--- config.mk ---
export PLATFORM = sky130hd
export DESIGN_NAME = cerr_irq_unit
export DESIGN_NICKNAME = d
export VERILOG_FILES = /design/src/rtl/cerr_pkg.sv /design/src/rtl/cerr_counter_bank.sv /design/src/rtl/cerr_redund_tracker.sv /design/src/rtl/cerr_irq_fsm.sv /design/src/rtl/cerr_irq_unit.sv
export SDC_FILE = /design/constraint.sdc
export NUM_CORES = 1
export LEC_CHECK = 0
export ABC_CLOCK_PERIOD_IN_PS = 5640
export BUFFER_PORTS_ARGS = -buffer_cell sky130_fd_sc_hd__buf_2
export CORE_UTILIZATION = 25
export CTS_CLUSTER_SIZE = 30
export DETAILED_ROUTE_END_ITERATION = 10
export GPL_TIMING_DRIVEN = 1
export PLACE_DENSITY = 0.43
export SYNTH_ARGS = -nofsm -noshare
export SYNTH_HDL_FRONTEND = slang
export SYNTH_SLANG_ARGS = --single-unit
--- constraint.sdc ---
create_clock -name clk -period 5.64 [get_ports clk]
set_clock_uncertainty 0.05 [all_clocks]
set_input_delay 0.846 -clock clk [delete_from_list [all_inputs] [get_ports clk]]
set_output_delay 0.846 -clock clk [all_outputs]
set_load 0.03 [all_outputs]
--- src/rtl/cerr_pkg.sv ---
package cerr_pkg;
    localparam logic [1:0] ADDR_THRESH   = 2'd0;
    localparam logic [1:0] ADDR_ENABLE   = 2'd1;
    localparam logic [1:0] ADDR_CNT_CLR  = 2'd2;
    localparam logic [1:0] ADDR_STAT_CLR = 2'd3;

    typedef enum logic [1:0] {
        ST_QUIET  = 2'd0,
        ST_HELD   = 2'd1,
        ST_SIGNAL = 2'd2
    } irq_state_t;
endpackage

--- src/rtl/cerr_counter_bank.sv ---
module cerr_counter_bank #(
    parameter int NUM_DIMMS = 8,
    parameter int CNT_W     = 16,
    localparam int IDX_W    = $clog2(NUM_DIMMS)
) (
    input  logic                       clk,
    input  logic                       rst_n,
    input  logic                       inc_valid,
    input  logic [IDX_W-1:0]           inc_idx,
    input  logic [NUM_DIMMS-1:0]       clr_mask,
    input  logic [CNT_W-1:0]           threshold,
    output logic [NUM_DIMMS*CNT_W-1:0] cnt_flat,
    output logic [NUM_DIMMS-1:0]       ovf_map
);
    for (genvar i = 0; i < NUM_DIMMS; i++) begin : g_cnt
        logic [CNT_W-1:0] cnt_q;
        logic             defer_q;
        logic             ovf_q;
        logic             hit;
        logic [CNT_W:0]   sum;
        logic [CNT_W-1:0] cnt_next;

        assign hit = inc_valid && (inc_idx == IDX_W'(i));

        always_comb begin
            sum      = {1'b0, cnt_q} + (CNT_W+1)'(defer_q) + (CNT_W+1)'(hit);
            cnt_next = sum[CNT_W] ? {CNT_W{1'b1}} : sum[CNT_W-1:0];
        end

        always_ff @(posedge clk) begin
            if (!rst_n) begin
                cnt_q   <= '0;
                defer_q <= 1'b0;
                ovf_q   <= 1'b0;
            end else if (clr_mask[i]) begin
                cnt_q   <= '0;
                ovf_q   <= 1'b0;
                defer_q <= hit;
            end else begin
                cnt_q   <= cnt_next;
                defer_q <= 1'b0;
                ovf_q   <= ovf_q | (cnt_q > threshold);
            end
        end

        assign cnt_flat[i*CNT_W +: CNT_W] = cnt_q;
        assign ovf_map[i]                 = ovf_q;
    end
endmodule

--- src/rtl/cerr_redund_tracker.sv ---
module cerr_redund_tracker #(
    parameter int IDX_W = 3
) (
    input  logic             clk,
    input  logic             rst_n,
    input  logic             loss_valid,
    input  logic [IDX_W-1:0] loss_idx,
    input  logic             flag_clr,
    output logic             flag,
    output logic [IDX_W-1:0] idx
);
    always_ff @(posedge clk) begin
        if (!rst_n) begin
            flag <= 1'b0;
            idx  <= '0;
        end else if (loss_valid) begin
            flag <= 1'b1;
            idx  <= loss_idx;
        end else if (flag_clr) begin
            flag <= 1'b0;
        end
    end
endmodule

--- src/rtl/cerr_irq_fsm.sv ---
module cerr_irq_fsm
    import cerr_pkg::*;
(
    input  logic       clk,
    input  logic       rst_n,
    input  logic       cause,
    input  logic [1:0] enable,
    output logic       smi_irq,
    output logic       nmi_irq
);
    irq_state_t state_q;
    irq_state_t state_d;

    always_ff @(posedge clk) begin
        if (!rst_n) state_q <= ST_QUIET;
        else        state_q <= state_d;
    end

    always_comb begin
        if (!cause)           state_d = ST_QUIET;
        else if (|enable)     state_d = ST_SIGNAL;
        else                  state_d = ST_HELD;
    end

    always_comb begin
        smi_irq = 1'b0;
        nmi_irq = 1'b0;
        unique case (state_q)
            ST_QUIET:  ;
            ST_HELD:   ;
            ST_SIGNAL: begin
                smi_irq = enable[0];
                nmi_irq = enable[1];
            end
            default:   ;
        endcase
    end
endmodule

--- src/rtl/cerr_irq_unit.sv ---
module cerr_irq_unit
    import cerr_pkg::*;
#(
    parameter int NUM_DIMMS = 8,
    parameter int CNT_W     = 16,
    localparam int IDX_W    = $clog2(NUM_DIMMS)
) (
    input  logic                 clk,
    input  logic                 rst_n,
    input  logic                 ce_valid,
    input  logic [IDX_W-1:0]     ce_dimm,
    input  logic                 ue_mirror_valid,
    input  logic [IDX_W-1:0]     ue_dimm,
    input  logic                 cfg_wr_en,
    input  logic [1:0]           cfg_addr,
    input  logic [CNT_W-1:0]     cfg_wdata,
    input  logic [IDX_W-1:0]     cnt_sel,
    output logic [CNT_W-1:0]     cnt_value,
    output logic [NUM_DIMMS-1:0] ovf_map,
    output logic                 redund_lost,
    output logic [IDX_W-1:0]     failed_dimm,
    output logic                 smi_irq,
    output logic                 nmi_irq
);
    logic [CNT_W-1:0]           thresh_q;
    logic [1:0]                 en_q;
    logic [NUM_DIMMS-1:0]       clr_mask;
    logic                       flag_clr;
    logic [NUM_DIMMS*CNT_W-1:0] cnt_flat;

    always_ff @(posedge clk) begin
        if (!rst_n) begin
            thresh_q <= '1;
            en_q     <= 2'b00;
        end else if (cfg_wr_en) begin
            if (cfg_addr == ADDR_THRESH) thresh_q <= cfg_wdata;
            if (cfg_addr == ADDR_ENABLE) en_q     <= cfg_wdata[1:0];
        end
    end

    assign clr_mask = (cfg_wr_en && cfg_addr == ADDR_CNT_CLR) ? cfg_wdata[NUM_DIMMS-1:0] : '0;
    assign flag_clr = cfg_wr_en && (cfg_addr == ADDR_STAT_CLR) && cfg_wdata[0];

    cerr_counter_bank #(.NUM_DIMMS(NUM_DIMMS), .CNT_W(CNT_W)) u_bank (
        .clk       (clk),
        .rst_n     (rst_n),
        .inc_valid (ce_valid),
        .inc_idx   (ce_dimm),
        .clr_mask  (clr_mask),
        .threshold (thresh_q),
        .cnt_flat  (cnt_flat),
        .ovf_map   (ovf_map)
    );

    cerr_redund_tracker #(.IDX_W(IDX_W)) u_redund (
        .clk        (clk),
        .rst_n      (rst_n),
        .loss_valid (ue_mirror_valid),
        .loss_idx   (ue_dimm),
        .flag_clr   (flag_clr),
        .flag       (redund_lost),
        .idx        (failed_dimm)
    );

    cerr_irq_fsm u_fsm (
        .clk     (clk),
        .rst_n   (rst_n),
        .cause   ((|ovf_map) | redund_lost),
        .enable  (en_q),
        .smi_irq (smi_irq),
        .nmi_irq (nmi_irq)
    );

    assign cnt_value = cnt_flat[cnt_sel*CNT_W +: CNT_W];
endmodule

# Word-level counts from Yosys, hierarchy flattened
# Cells that the tools add are included.
[word_totals]
regBits = 168
input_bits = 32
out_inout_bits = 30
elab_cells = 124
[op_classes]
add_sub_neg = 16
order_cmp = 8
eq_ne = 11
shifts = 1
n_mux = 14
n_bitwise = 10
reduce_logical = 35
[op_table]
columns = ["op", "n"]
rows = [
  ["adder 16 x 1 -> 17 bit", 8],
  ["adder 17 x 1 -> 17 bit", 8],
  ["greater-than comparator 16 bit", 8],
  ["two-way mux 16 bit", 8],
  ["variable part select 128 x 8 -> 16 bit", 1],
  ["AND reduction 2 bit", 11],
  ["OR reduction 2 bit", 9],
  ["equality test 3 bit (second input constant)", 4],
  ["logical AND 1 bit", 11],
  ["bitwise OR 1 bit", 9],
  ["two-way mux 8 bit", 1],
  ["OR reduction 8 bit", 1],
  ["equality test 2 bit (second input constant)", 3],
  ["equality test 3 x 2 -> 1 bit (second input constant)", 2],
  ["two-way mux 1 bit", 4],
  ["equality test 3 x 1 -> 1 bit (second input constant)", 1],
  ["zero test 3 bit", 1],
  ["equality test 2 x 1 -> 1 bit (second input constant)", 1],
  ["zero test 2 bit", 1],
  ["two-way mux 2 bit", 1],
  ["nonzero test 2 bit", 1],
  ["inverter 1 bit", 1],
]

# Logic depth before layout (Yosys ltp)
# Gate-level depths: netlist (run 1).
[logic_depth]
ltp_word = 5
depth_mapped = 11
ltp_nobuf = 10

# Cells and area by module
# A second synthesis (run 1) with hierarchy kept.
[unflattened]
cells_unflattened = 1270
hier_area_um2 = 11417.2
[modules_own_cells]
columns = ["mod", "n_inst", "cells_per_inst", "area_each_um2", "seq_area_each_um2"]
rows = [
  ["cerr_counter_bank", 1, 1101, 9395.3, 2882.8],
  ["cerr_irq_unit", 1, 151, 1798.0, 360.3],
  ["cerr_redund_tracker", 1, 12, 142.6, 80.1],
  ["cerr_irq_fsm", 1, 6, 81.3, 40.0],
]

# Worst setup path after synthesis (run 1)
# Ideal clock, no wire load.
[synth_timing]
path_type = "input to output"
start = "input cnt_sel[0]"
end = "output cnt_value[0]"
arrival_time_ns = 2.583
required_time_ns = 4.744
setup_slack_ns = 2.161
cell_stages = 4
path_buffers = 2
cell_sequence = "clkbuf_1 buf_2 mux4_2 o21ai_0"
[synth_via]
elab_chain_len = 1
[synth_rtl]
columns = ["item", "line", "rtl"]
rows = [
  ["from (decl)", "cerr_irq_unit.sv:17", "input logic [IDX_W-1:0] cnt_sel,"],
  ["variable part select 128 x 8 -> 16 bit", "cerr_irq_unit.sv:74", "assign cnt_value = cnt_flat[cnt_sel*CNT_W +: CNT_W];"],
  ["to (decl)", "cerr_irq_unit.sv:18", "output logic [CNT_W-1:0] cnt_value,"],
]
# Every way passes these cells.

# Worst setup path after layout (run 1)
[layout_timing]
start = "input cnt_sel[0]"
end = "output cnt_value[7]"
# Same word-level chain as after synthesis.

==> results of run 1 <==
## synth_stat cells, drive strengths merged (8+ instances only)
| cell type | n | area (sq um) |
|---|---|---|
| xor2 | 45 | 394 |
| a21o | 10 | 75.1 |
| a211oi | 15 | 113 |
| buf | 27 | 165 |
| a31oi | 13 | 81.3 |
| nor3b | 11 | 92.6 |
| fa | 8 | 160 |
| o211ai | 16 | 120 |
| nand4 | 48 | 307 |
| nor2b | 15 | 93.8 |
| o21ai | 29 | 171 |
| nand3 | 62 | 328 |
| dfxtp | 168 | 3360 |
| clkbuf | 19 | 72.6 |
| ha | 136 | 1700 |
| xnor2 | 31 | 272 |
| and3 | 30 | 189 |
| nor3 | 27 | 145 |
| nand2 | 91 | 342 |
| a21oi | 163 | 816 |
| mux2 | 15 | 169 |
| mux2i | 9 | 90.1 |
| mux4 | 32 | 724 |
| and4 | 10 | 87.6 |
| nor2 | 37 | 146 |
| inv | 76 | 285 |
## worst max-delay path, cell delays in order
cell	delay [ps]
buf_2	640
buf_4	350
mux4_2	530
mux2_2	290
buf_2	180
## kinds of logic after synthesis
kind of cell / synth area share
simple gates: 0.182
mux: 0.0888
xor+xnor: 0.0601
flops: 0.304
fa+ha+maj: 0.168
buf+inv: 0.0472
compound gates: 0.150
## layer usage
layer / track usage / vias to the layer above / wire length, um
met1: 0.255 / 4518 / 19300
met3: 0.0362 / 38 / 2090
met4: 0.0511 / 4 / 708
met5: 0 / - / 18
met2: 0.259 / 227 / 16300
li1: - / 4539 / -
## state kept, by name, indices dropped and copies added (netlist names)
| register | cells |
|---|---|
| u_bank.g_cnt.defer_q | 8 |
| en_q | 2 |
| u_fsm.state_q | 2 |
| u_bank.g_cnt.ovf_q | 8 |
| u_redund.flag | 1 |
| u_bank.g_cnt.cnt_q | 128 |
| thresh_q | 16 |
| u_redund.idx | 3 |
## through the flow
step / hold WS (ps) / instances / power (mW) / cell area [sq um] / setup slack, ps
final: 437 / 1843 / 2.64 / 12500 / 1890
after global routing: 450 / 1841 / 2.74 / 12500 / 1730
after CTS: 440 / 1841 / 2.68 / 12500 / 1860
after detailed placement: 422 / 1809 / 1.42 / 11900 / 1770
after global placement: 418 / 1809 / 1.42 / 11900 / 1870
after floorplan: 384 / 1208 / 1.35 / 11100 / 2160
## final timing paths
| kind | slack, ps | from | cells after the start | end |
|---|---|---|---|---|
| max | 1890 | cnt_sel[0] | 5 | cnt_value[7] |
| min | 440 | thresh_q[1] | 2 | thresh_q[1] |
| max reg2reg | 2680 | u_bank.g_cnt[7].cnt_q[0] | 9 | u_bank.g_cnt[7].cnt_q[10] |
| min reg2reg | 440 | thresh_q[1] | 2 | thresh_q[1] |
## power breakdown
part	total (mW)	internal (mW)	switching [mW]
Clock	1.24	0.676	0.568
Combinational	0.195	0.0587	0.136
Sequential	1.20	1.20	0.00672
Total	2.64	1.93	0.711
## cell type report
type                       count  area share
inverter                      76      0.0229
antenna                        2    0.000401
tap                          585      0.0586
multi-input combinational    918       0.576
timing repair buffer          62      0.0251
clock buffer                  18      0.0352
sequential                   168       0.269
clock inverter                14      0.0128
==> flow_summary.json, run 1 <==
{
  "outcome": "complete, no violations",
  "crit_required_ps": 4740,
  "worstPathMaxFanout": 24,
  "min_path_type": "reg2reg",
  "nets": 1419,
  "multi_input_area_sq_um": 7190,
  "irDropWorstVdd_mv": 0.207,
  "grt_pass1_vias": 8714,
  "crit_path_end_kind": "output port",
  "dieWidth_um": 212,
  "yosysUniqueCellTypes": 66,
  "fin_setup_tns_ps": 0,
  "max_freq_mhz": 267,
  "firstDrtPassIters": 5,
  "antenna_found_initial": 10,
  "clock-root-buffer": "clkbuf_16",
  "start_util": 0.255,
  "tritoncts": "done",
  "fin_crit_sh": 0.665,
  "power_density_nw_per_um2": 212,
  "cts_setup_buffers": 0,
  "drive_above_1_share": 0.137,
  "ant_nets": 0,
  "dieArea_sq_um": 45100,
  "cts_sinks": 168,
  "fillers": 4598,
  "cp-start-kind": "input pin",
  "async_flop_share": 0,
  "finalHoldViolCount": 0,
  "vias_per_cell": 5.06,
  "wl_mm": 38.5,
  "path_clk_slew_ps": 70,
  "syn-instance-count": 1208,
  "seq_area_sq_um": 3360,
  "avgSynthCellArea_sq_um": 9.17,
  "cts_made_buffers": 17,
  "ctsResizeCount": 0,
  "clockBufferDepth": 2,
  "globalplace.congestion": 0.859,
  "synth_seq_cells": 168,
  "die_y_um": 212,
  "cap_violations": 0,
  "tightest_slew_ps": 1150,
  "dpl.hpwl_mm": 29.3,
  "layout_commonest_cell": "dfxtp_1",
  "setup_viol": 0,
  "syn2layout_area_growth_pct": 12.7,
  "critical_path_class": "in2out",
  "ys_seq_area_frac": 0.304,
  "layout_common_cells": "168 x dfxtp_1, 163 x a21oi_1, 136 x ha_1",
  "hold_buffers": 0,
  "drtIter0Drc": 760,
  "floorplan.rows": 76,
  "slew_violations": 0,
  "clk_latency_ps": 460,
  "portBuffers": 61,
  "cp.arrival_ps": 2860,
  "routed-via-count": 9326,
  "wl_per_cell_um": 20.9,
  "syn-num-nets": 1384,
  "netlist_area_sq_um": 11100,
  "power.leakage_nw": 5.33,
  "synth_ff_type": "dfxtp_1",
  "synth_edf_count": 0,
  "grt_pass1_wl_mm": 57.3,
  "h-tree-depth": 4,
  "grt_max_degree": 34,
  "gr-total-overflow": 0,
  "drc": 0,
  "ys_warn_count": 0,
  "rsz0062_at_grt": "false",
  "fin_crit_ps": 3750,
  "core-area_sq_um": 43400,
  "grtUsageTotal": 0.176,
  "final_core_util": 0.288,
  "relSlewSlack": 0.229,
  "io-pin-count": 62
}
Power figures use the tool's default switching activity.
==> run 2, diff against run 1 <==
Settings changed: ABC_CLOCK_PERIOD_IN_PS 5640 to 3910.
Clock period 5.64 ns to 3.91 ns, I/O delays scaled along.
==> flow_summary.json, run 2 (synthesis gave the netlist of run 1 again) <==
{
  "clock-root-buffer": "clkbuf_16",
  "layout_commonest_cell": "dfxtp_1",
  "h-tree-depth": 4,
  "antenna_found_initial": 4,
  "dieWidth_um": 212,
  "min_path_type": "in2reg",
  "dieArea_sq_um": 45100,
  "cp.arrival_ps": 3470,
  "grt_pass1_vias": 8840,
  "grt_pass1_wl_mm": 56.9,
  "path_clk_slew_ps": 70,
  "ant_nets": 0,
  "drtIter0Drc": 730,
  "drc": 0,
  "syn2layout_area_growth_pct": 13.6,
  "cap_violations": 0,
  "final_core_util": 0.290,
  "top_register": "u_bank.g_cnt.cnt_q",
  "cts_setup_buffers": 0,
  "cts_made_buffers": 17,
  "crit_path_end_kind": "flip-flop",
  "rsz0062_at_grt": "false",
  "fin_crit_ps": 3130,
  "irDropWorstVdd_mv": 0.181,
  "clk_latency_ps": 470,
  "tritoncts": "done",
  "start_util": 0.255,
  "hold_buffers": 0,
  "nets": 1427,
  "globalplace.congestion": 0.837,
  "portBuffers": 61,
  "max_freq_mhz": 319,
  "cp-start-kind": "input pin",
  "wl_mm": 37.9,
  "fin_crit_sh": 0.801,
  "critical_path_class": "in2reg",
  "fin_setup_tns_ps": 0,
  "clockBufferDepth": 2,
  "gr-total-overflow": 0,
  "die_y_um": 212,
  "finalHoldViolCount": 0,
  "dpl.hpwl_mm": 28.4,
  "setup_viol": 0,
  "routed-via-count": 9352,
  "p_total_mw": 3.87,
  "wl_per_cell_um": 20.5,
  "relSlewSlack": 0.402,
  "vias_per_cell": 5.06,
  "outcome": "complete, no violations",
  "power.leakage_nw": 5.38,
  "ctsResizeCount": 0,
  "reg_top3": "u_bank.g_cnt.cnt_q: 128 flops, thresh_q: 16 flops",
  "io-pin-count": 62,
  "grtUsageTotal": 0.174,
  "largest_reg_flops": 128,
  "power_density_nw_per_um2": 308,
  "slew_violations": 0,
  "layout_common_cells": "168 x dfxtp_1, 163 x a21oi_1, 136 x ha_1",
  "firstDrtPassIters": 5,
  "tightest_slew_ps": 897,
  "core-area_sq_um": 43400,
  "crit_required_ps": 4250,
  "floorplan.rows": 76,
  "cts_sinks": 168,
  "drive_above_1_share": 0.140,
  "grt_max_degree": 34,
  "worstPathMaxFanout": 13
}
==> run 2: critical path, stage by stage <==
cell and delay (ps):
buf_2 160, nor2b_1 370, nand2_1 200, fa_1 460, inv_1 80, ha_1 290
inv_1 120, nor4_4 390, nand3_1 510, a21oi_1 290
==> run 2: worst paths after layout <==
kind	slack, ps	startpoint	endpoint	cells past startpoint
setup / recovery	780	ce_valid	u_bank.g_cnt[0].cnt_q[1]	10
hold / removal	300	cfg_wdata[14]	thresh_q[14]	3
setup reg to reg	1190	u_bank.g_cnt[5].cnt_q[0]	u_bank.g_cnt[5].cnt_q[0]	8
hold reg to reg	430	en_q[1]	u_fsm.state_q[0]	1
==> run 2: power breakdown <==
group | switching [mW] | internal, mW | leakage (nW) | total, mW
Sequential | 0.00991 | 1.73 | 1.36 | 1.74
Combinational | 0.199 | 0.0873 | 3.72 | 0.286
Clock | 0.741 | 1.11 | 0.301 | 1.85
Total | 0.951 | 2.92 | 5.38 | 3.87
==> run 2: routing by layer <==
| layer | GRT usage | up-vias | part of all wire |
|---|---|---|---|
| met5 | 0 | - | 0.00082 |
| met4 | 0.0690 | 6 | 0.028 |
| met3 | 0.0332 | 56 | 0.051 |
| met2 | 0.256 | 226 | 0.42 |
| met1 | 0.249 | 4509 | 0.50 |
| li1 | - | 4555 | - |
==> run 2: final cells by class <==
cell class	count	area [sq um]
repair buffers	70	385
well taps	585	732
inverters	76	285
clock inverters	8	146
fillers	4664	30800
diodes	2	5.00
clock buffers	21	470
multi-input cells	918	7190
flip-flops and latches	168	3360
==> run 2: stage by stage <==
stage / setup WS [ps] / std cells / hold WS [ps] / instance area (sq um)
after floorplan: 950 / 1208 / 384 / 11100
final: 776 / 1848 / 301 / 12600
after detailed placement: 394 / 1817 / 421 / 12000
after global placement: 473 / 1817 / 414 / 12000
after global routing: 598 / 1846 / 297 / 12600
after CTS: 822 / 1846 / 274 / 12600
